## config.mk

```make
export PLATFORM = sky130hd
export DESIGN_NAME = uart_bitclk_tx
export DESIGN_NICKNAME = d
export VERILOG_FILES = /design/src/rtl/uart_tx_pkg.sv /design/src/rtl/tx_hold_reg.sv /design/src/rtl/tx_frame_engine.sv /design/src/rtl/tx_bitclk_gen.sv /design/src/rtl/uart_bitclk_tx.sv
export SDC_FILE = /design/constraint.sdc
export NUM_CORES = 1
export LEC_CHECK = 0
export BUFFER_PORTS_ARGS = -buffer_cell sky130_fd_sc_hd__buf_4
export CORE_UTILIZATION = 51
export DETAILED_ROUTE_END_ITERATION = 12
export GPL_TIMING_DRIVEN = 0
export PLACE_DENSITY = 0.7
export SKIP_CTS_REPAIR_TIMING = 1
export SLEW_MARGIN = 0
export SYNTH_ARGS = -nofsm -noshare
export SYNTH_HDL_FRONTEND = slang
export SYNTH_SLANG_ARGS = --single-unit
```

## constraint.sdc

```tcl
create_clock -name clk -period 1.7 [get_ports clk]
set_input_delay 0.085 -clock clk [delete_from_list [all_inputs] [get_ports clk]]
set_output_delay 0.085 -clock clk [all_outputs]
set_load 0.05 [all_outputs]
```

## src/rtl/uart_tx_pkg.sv

```systemverilog
package uart_tx_pkg;

  typedef enum logic [2:0] {
    ST_IDLE   = 3'd0,
    ST_START  = 3'd1,
    ST_DATA   = 3'd2,
    ST_PARITY = 3'd3,
    ST_STOP   = 3'd4
  } tx_state_e;

  typedef enum logic [1:0] {
    PAR_NONE     = 2'd0,
    PAR_EVEN     = 2'd1,
    PAR_ODD      = 2'd2,
    PAR_NONE_ALT = 2'd3
  } par_mode_e;

endpackage

```

## src/rtl/tx_hold_reg.sv

```systemverilog
module tx_hold_reg
  import uart_tx_pkg::*;
#(
  parameter int DATA_W = 8
) (
  input  logic              clk,
  input  logic              rst,
  input  logic              wr_en,
  input  logic [DATA_W-1:0] wr_data,
  input  par_mode_e         wr_mode,
  input  logic              take,
  output logic              valid,
  output logic [DATA_W-1:0] data,
  output par_mode_e         mode
);

  always_ff @(posedge clk) begin
    if (rst) begin
      valid <= 1'b0;
      data  <= '0;
      mode  <= PAR_NONE;
    end else begin
      if (wr_en && !valid) begin
        valid <= 1'b1;
        data  <= wr_data;
        mode  <= wr_mode;
      end else if (take) begin
        valid <= 1'b0;
      end
    end
  end

  // a write into a full stage leaves the pending byte untouched
  a_r9_full_write_ignored: assert property (@(posedge clk) disable iff (rst)
    (wr_en && valid && !take) |=> (valid && $stable(data) && $stable(mode)));

endmodule

```

## src/rtl/tx_frame_engine.sv

```systemverilog
module tx_frame_engine
  import uart_tx_pkg::*;
#(
  parameter int DATA_W = 8,
  parameter int OVS    = 8,
  localparam int CW    = (OVS > 1) ? $clog2(OVS) : 1
) (
  input  logic              clk,
  input  logic              rst,
  input  logic              hold_valid,
  input  logic [DATA_W-1:0] hold_data,
  input  par_mode_e         hold_mode,
  output logic              take,
  output logic              txd,
  output tx_state_e         state_q,
  output tx_state_e         state_n,
  output logic [CW-1:0]     cnt_q,
  output logic [CW-1:0]     cnt_n,
  output logic              done
);

  localparam int BW = (DATA_W > 1) ? $clog2(DATA_W) : 1;
  localparam logic [CW-1:0] LAST_TICK = CW'(OVS - 1);
  localparam logic [BW-1:0] LAST_BIT  = BW'(DATA_W - 1);

  logic [DATA_W-1:0] shreg;
  logic [BW-1:0]     idx;
  logic              par_en;
  logic              par_bit;
  logic              last;
  logic              txd_n;

  assign last = (cnt_q == LAST_TICK);

  always_comb begin
    state_n = state_q;
    cnt_n   = cnt_q + 1'b1;
    take    = 1'b0;
    unique case (state_q)
      ST_IDLE: begin
        cnt_n = '0;
        if (hold_valid) begin
          take    = 1'b1;
          state_n = ST_START;
        end
      end
      ST_START: begin
        if (last) begin
          state_n = ST_DATA;
          cnt_n   = '0;
        end
      end
      ST_DATA: begin
        if (last) begin
          cnt_n = '0;
          if (idx == LAST_BIT) state_n = par_en ? ST_PARITY : ST_STOP;
        end
      end
      ST_PARITY: begin
        if (last) begin
          state_n = ST_STOP;
          cnt_n   = '0;
        end
      end
      ST_STOP: begin
        if (last) begin
          cnt_n = '0;
          if (hold_valid) begin
            take    = 1'b1;
            state_n = ST_START;
          end else begin
            state_n = ST_IDLE;
          end
        end
      end
      default: begin
        state_n = ST_IDLE;
        cnt_n   = '0;
      end
    endcase
  end

  always_comb begin
    unique case (state_n)
      ST_START:  txd_n = 1'b0;
      ST_DATA: begin
        if (state_q != ST_DATA) txd_n = shreg[0];
        else if (last)          txd_n = (DATA_W > 1) ? shreg[1] : shreg[0];
        else                    txd_n = txd;
      end
      ST_PARITY: txd_n = par_bit;
      default:   txd_n = 1'b1;
    endcase
  end

  always_ff @(posedge clk) begin
    if (rst) begin
      state_q <= ST_IDLE;
      cnt_q   <= '0;
      shreg   <= '0;
      idx     <= '0;
      par_en  <= 1'b0;
      par_bit <= 1'b0;
      txd     <= 1'b1;
      done    <= 1'b0;
    end else begin
      state_q <= state_n;
      cnt_q   <= cnt_n;
      txd     <= txd_n;
      if (take) begin
        shreg   <= hold_data;
        idx     <= '0;
        par_en  <= (hold_mode == PAR_EVEN) || (hold_mode == PAR_ODD);
        par_bit <= (hold_mode == PAR_ODD) ? ~(^hold_data) : (^hold_data);
        done    <= 1'b0;
      end else begin
        if (state_q == ST_DATA && last) begin
          shreg <= shreg >> 1;
          idx   <= idx + 1'b1;
        end
        if (state_q == ST_STOP && last) done <= 1'b1;
      end
    end
  end

  // a pending byte starts right after the stop bit
  a_r10_no_idle_gap: assert property (@(posedge clk) disable iff (rst)
    (state_q == ST_STOP && last && hold_valid) |=> (state_q == ST_START && cnt_q == '0));

  // without parity, no parity slot is ever entered
  a_r4_skip_parity: assert property (@(posedge clk) disable iff (rst)
    (state_q == ST_PARITY) |-> par_en);

endmodule

```

## src/rtl/tx_bitclk_gen.sv

```systemverilog
module tx_bitclk_gen
  import uart_tx_pkg::*;
#(
  parameter int OVS   = 8,
  localparam int CW   = (OVS > 1) ? $clog2(OVS) : 1
) (
  input  logic          clk,
  input  logic          rst,
  input  tx_state_e     state_n,
  input  logic [CW-1:0] cnt_n,
  output logic          bit_clk
);

  localparam logic [CW-1:0] HALF = CW'(OVS / 2);

  always_ff @(posedge clk) begin
    if (rst) bit_clk <= 1'b1;
    else     bit_clk <= !((state_n == ST_DATA) && (cnt_n < HALF));
  end

endmodule

```

## src/rtl/uart_bitclk_tx.sv

```systemverilog
module uart_bitclk_tx
  import uart_tx_pkg::*;
#(
  parameter int DATA_W = 8,
  parameter int OVS    = 8
) (
  input  logic              clk,
  input  logic              rst,
  input  logic              wr_en,
  input  logic [DATA_W-1:0] wr_data,
  input  logic [1:0]        par_sel,
  output logic              txd,
  output logic              bit_clk,
  output logic              buf_empty,
  output logic              tx_done
);

  localparam int CW = (OVS > 1) ? $clog2(OVS) : 1;
  localparam logic [CW-1:0] HALF = CW'(OVS / 2);

  logic              hold_valid;
  logic [DATA_W-1:0] hold_data;
  par_mode_e         hold_mode;
  logic              take;
  tx_state_e         state_q, state_n;
  logic [CW-1:0]     cnt_q, cnt_n;

  tx_hold_reg #(.DATA_W(DATA_W)) u_hold (
    .clk     (clk),
    .rst     (rst),
    .wr_en   (wr_en),
    .wr_data (wr_data),
    .wr_mode (par_mode_e'(par_sel)),
    .take    (take),
    .valid   (hold_valid),
    .data    (hold_data),
    .mode    (hold_mode)
  );

  tx_frame_engine #(.DATA_W(DATA_W), .OVS(OVS)) u_engine (
    .clk        (clk),
    .rst        (rst),
    .hold_valid (hold_valid),
    .hold_data  (hold_data),
    .hold_mode  (hold_mode),
    .take       (take),
    .txd        (txd),
    .state_q    (state_q),
    .state_n    (state_n),
    .cnt_q      (cnt_q),
    .cnt_n      (cnt_n),
    .done       (tx_done)
  );

  tx_bitclk_gen #(.OVS(OVS)) u_bclk (
    .clk     (clk),
    .rst     (rst),
    .state_n (state_n),
    .cnt_n   (cnt_n),
    .bit_clk (bit_clk)
  );

  assign buf_empty = !hold_valid;

  // idle line rests high
  a_r1_idle_line_high: assert property (@(posedge clk) disable iff (rst)
    (state_q == ST_IDLE) |-> txd);

  // start bit drives the line low
  a_r2_start_low: assert property (@(posedge clk) disable iff (rst)
    (state_q == ST_START) |-> !txd);

  // bit clock rises only at mid data bit
  a_r6_rise_midbit: assert property (@(posedge clk) disable iff (rst)
    $rose(bit_clk) |-> (state_q == ST_DATA && cnt_q == HALF));

  // bit clock held high outside data bits
  a_r7_bitclk_high_outside: assert property (@(posedge clk) disable iff (rst)
    (state_q != ST_DATA) |-> bit_clk);

  // done flag clears only when a new frame starts
  a_r11_done_fall_on_start: assert property (@(posedge clk) disable iff (rst)
    $fell(tx_done) |-> (state_q == ST_START && cnt_q == '0));

endmodule

```

==> impl_metrics.yaml <==
yosys:
  syn_nets: 189
  synth_compound_area_frac: 0.1199
  synthMuxAreaShare: 0.07293
  avgSynthCellArea_sq_um: 9.082
  ys_seq_area_frac: 0.4279
  synth_xor_area_frac: 0.06564
  synth_simple_gate_area_frac: 0.2099
  ys_ff_latch: 33
  syn_area_sq_um: 1544
  ys_types: 39
  synth_cells: 170
  yosys_warnings: 0
  synth_ff_type: "dfxtp_1"
  synth_top_family_by_area: "simple AND/OR/NAND/NOR gates"
  synth_edf_count: 0
  synth_fa_ha_area_frac: 0.04862
  async_flop_share: 0
clocking:
  path_clk_slew_ns: 0.10
  cts_buffer_depth: 2
  cts_tree: "done"
  clkLatencyLatePin_ns: 0.34
  cts_buffers: 5
  htreeDepth: 2
  cts_sinks: 33
  ctsRootBufferMaster: "clkbuf_4"
route:
  antenna_left: 0
  wl_per_cell_um: 13.97
  wirelength_mm: 3.311
  via_per_inst: 5.447
  dr_total_vias: 1291
  drc: 0
  drt_iter0_markers: 37
  firstDrtPassIters: 4
setup_path:
  path_class: "flip-flop to flip-flop"
  cp.arrival_ns: 1.87
  cp.required_ns: 1.90
  critPathMaxFanout: 10
  cp-end-kind: "flip-flop"
  critPathLaunchType: "flip-flop"
finish:
  fillers: 225
  syn_to_final_growth_pct: 27.47
  fin_util: 0.7016
  seqCellArea_sq_um: 664.4
  layout-drive-gt1-share: 0.2621
  antenna_cells: 0
  layout_common_cells: "30 x dfxtp_1, 25 x buf_4, 25 x nand2_1"
  stdcell_area_sq_um: 1968
  nets: 225
  mostFrequentLayoutCell: "dfxtp_1"
  multi_input_area_sq_um: 883.3
  fin_cells: 237
run_status:
  outcome: "complete, but fails checks"
  violations: "hold timing"
sta:
  setup_tns_ns: 0
  hold_ws_ns: -0.01271
  min_period_ns: 1.661
  slew_viol_final: 0
  finalSetupViolCount: 0
  fin_worst_skew_ns: 0.005910
  finalHoldViolations: 2
  fmaxAchievable_mhz: 602.0
  maxSlewHeadroom: 0.6609
  rsz0062_at_grt: "true"
  post-route-period-util: 0.9771
  tightest_slew_ns: 0.5087
die:
  row_count: 19
  die_w_um: 57.02
  ios: 17
  coreArea_sq_um: 2805
  die_y_um: 57.02
  dieArea_sq_um: 3251
  initial_core_util: 0.5504
job:
  cap_violations: 0
placed_design:
  dp.cells: 217
  place_area_sq_um: 1704
  io_buffers: 16
  place.gp.congestion: 0.8285
  dpl.hpwl_mm: 2.191
worst_hold_path:
  min_path_type: "input pin to flip-flop"
pwr:
  p_leak_nw: 0.7528
  p_per_area_nw_per_um2: 800.8
  peakVddDrop_mv: 0.6636
global_routing:
  grt-ovfl-total: 0
  grt_pass1_wl_mm: 5.195
  antenna_found_initial: 0
  grt_start_max_net_pins: 11
  grt_pass1_vias: 1158
  grt_usage: 0.2128
[metrics by stage]
stage               total power [W]  hold slack, ns  worst slack [ns]
CTS                        0.001543        -0.01264           -0.2487
floorplan                  0.001038          0.2210          0.005023
detailed placement         0.001110          0.3401           -0.2078
global route               0.001662       -0.007722          -0.03892
global placement           0.001098          0.3323           -0.1918
finish                     0.001576        -0.01271           0.03890
[critical path, stage by stage, from the launching register on]
cell and delay, ns:
dfxtp_1 0.33, buf_4 0.16, or3b_4 0.43, nor2_4 0.13
buf_12 0.16, mux2i_4 0.22, a211oi_1 0.10
[flip-flops by register name, summed over array words and instances (netlist names), 2 cells and up]
name              cells
u_engine.cnt_q        3
u_engine.idx          3
u_engine.shreg        8
u_engine.state_q      3
u_hold.data           8
u_hold.mode           2
[layout make-up]
cell class              count  share of cell area
clock buffers               7             0.02797
flip-flops and latches     33              0.3376
well taps                  31             0.01971
inverters                   6             0.01144
multi-input cells         122              0.4488
plain buffers               8             0.03115
repair buffers             30              0.1233
[cell usage after synthesis, types with 2 or more instances]
cell type | count | area [sq um]
clkbuf_1 | 4 | 15.01
nor3_1 | 7 | 35.03
a211oi_1 | 7 | 52.55
xnor2_1 | 8 | 70.07
dfxtp_1 | 33 | 660.6
nor2_1 | 20 | 75.07
a31oi_1 | 2 | 12.51
nand2_1 | 25 | 93.84
ha_1 | 6 | 75.07
inv_1 | 6 | 22.52
a21oi_1 | 14 | 70.07
mux2_2 | 2 | 22.52
mux2i_1 | 9 | 90.09
nor4b_1 | 2 | 17.52
[path summary, 6_finish.rpt]
path | start | end | slack [ns] | cells after the start
setup / recovery | u_engine.state_q[1] | u_engine.shreg[5] | 0.04 | 6
hold reg to reg | u_engine.cnt_q[0] | u_engine.cnt_q[0] | 0.45 | 1
hold / removal | wr_data[5] | u_hold.data[5] | -0.01 | 3
setup reg to reg | u_engine.state_q[1] | u_engine.shreg[5] | 0.04 | 6
[cells by family after synthesis]
| logic type | after synthesis |
|---|---|
| xor gates and xnor gates | 10 |
| buffers and inverters | 15 |
| AOI/OAI and AO/OA | 28 |
| adders and majority gates | 6 |
| DFF | 33 |
| muxes | 11 |
| and+or+nand+nor | 67 |
[per-layer routing]
metal / vias to the layer above / routed length [um] / global-route usage
li1: 656 / - / -
met1: 596 / 1467 / 0.2557
met2: 29 / 1620 / 0.3513
met3: 10 / 139 / 0.05215
met4: 0 / 84 / 0.1150
met5: - / 0 / 0
[where the power goes]
group          internal (W)  total [W]  leakage [nW]  switching (W)
Combinational      0.000133   0.000269         0.450       0.000137
Clock              0.000195   0.000448        0.0314       0.000253
Sequential         0.000819   0.000859         0.271      0.0000398
Total               0.00115    0.00158         0.753       0.000430
Note: power is estimated with default switching activity, not from simulation.
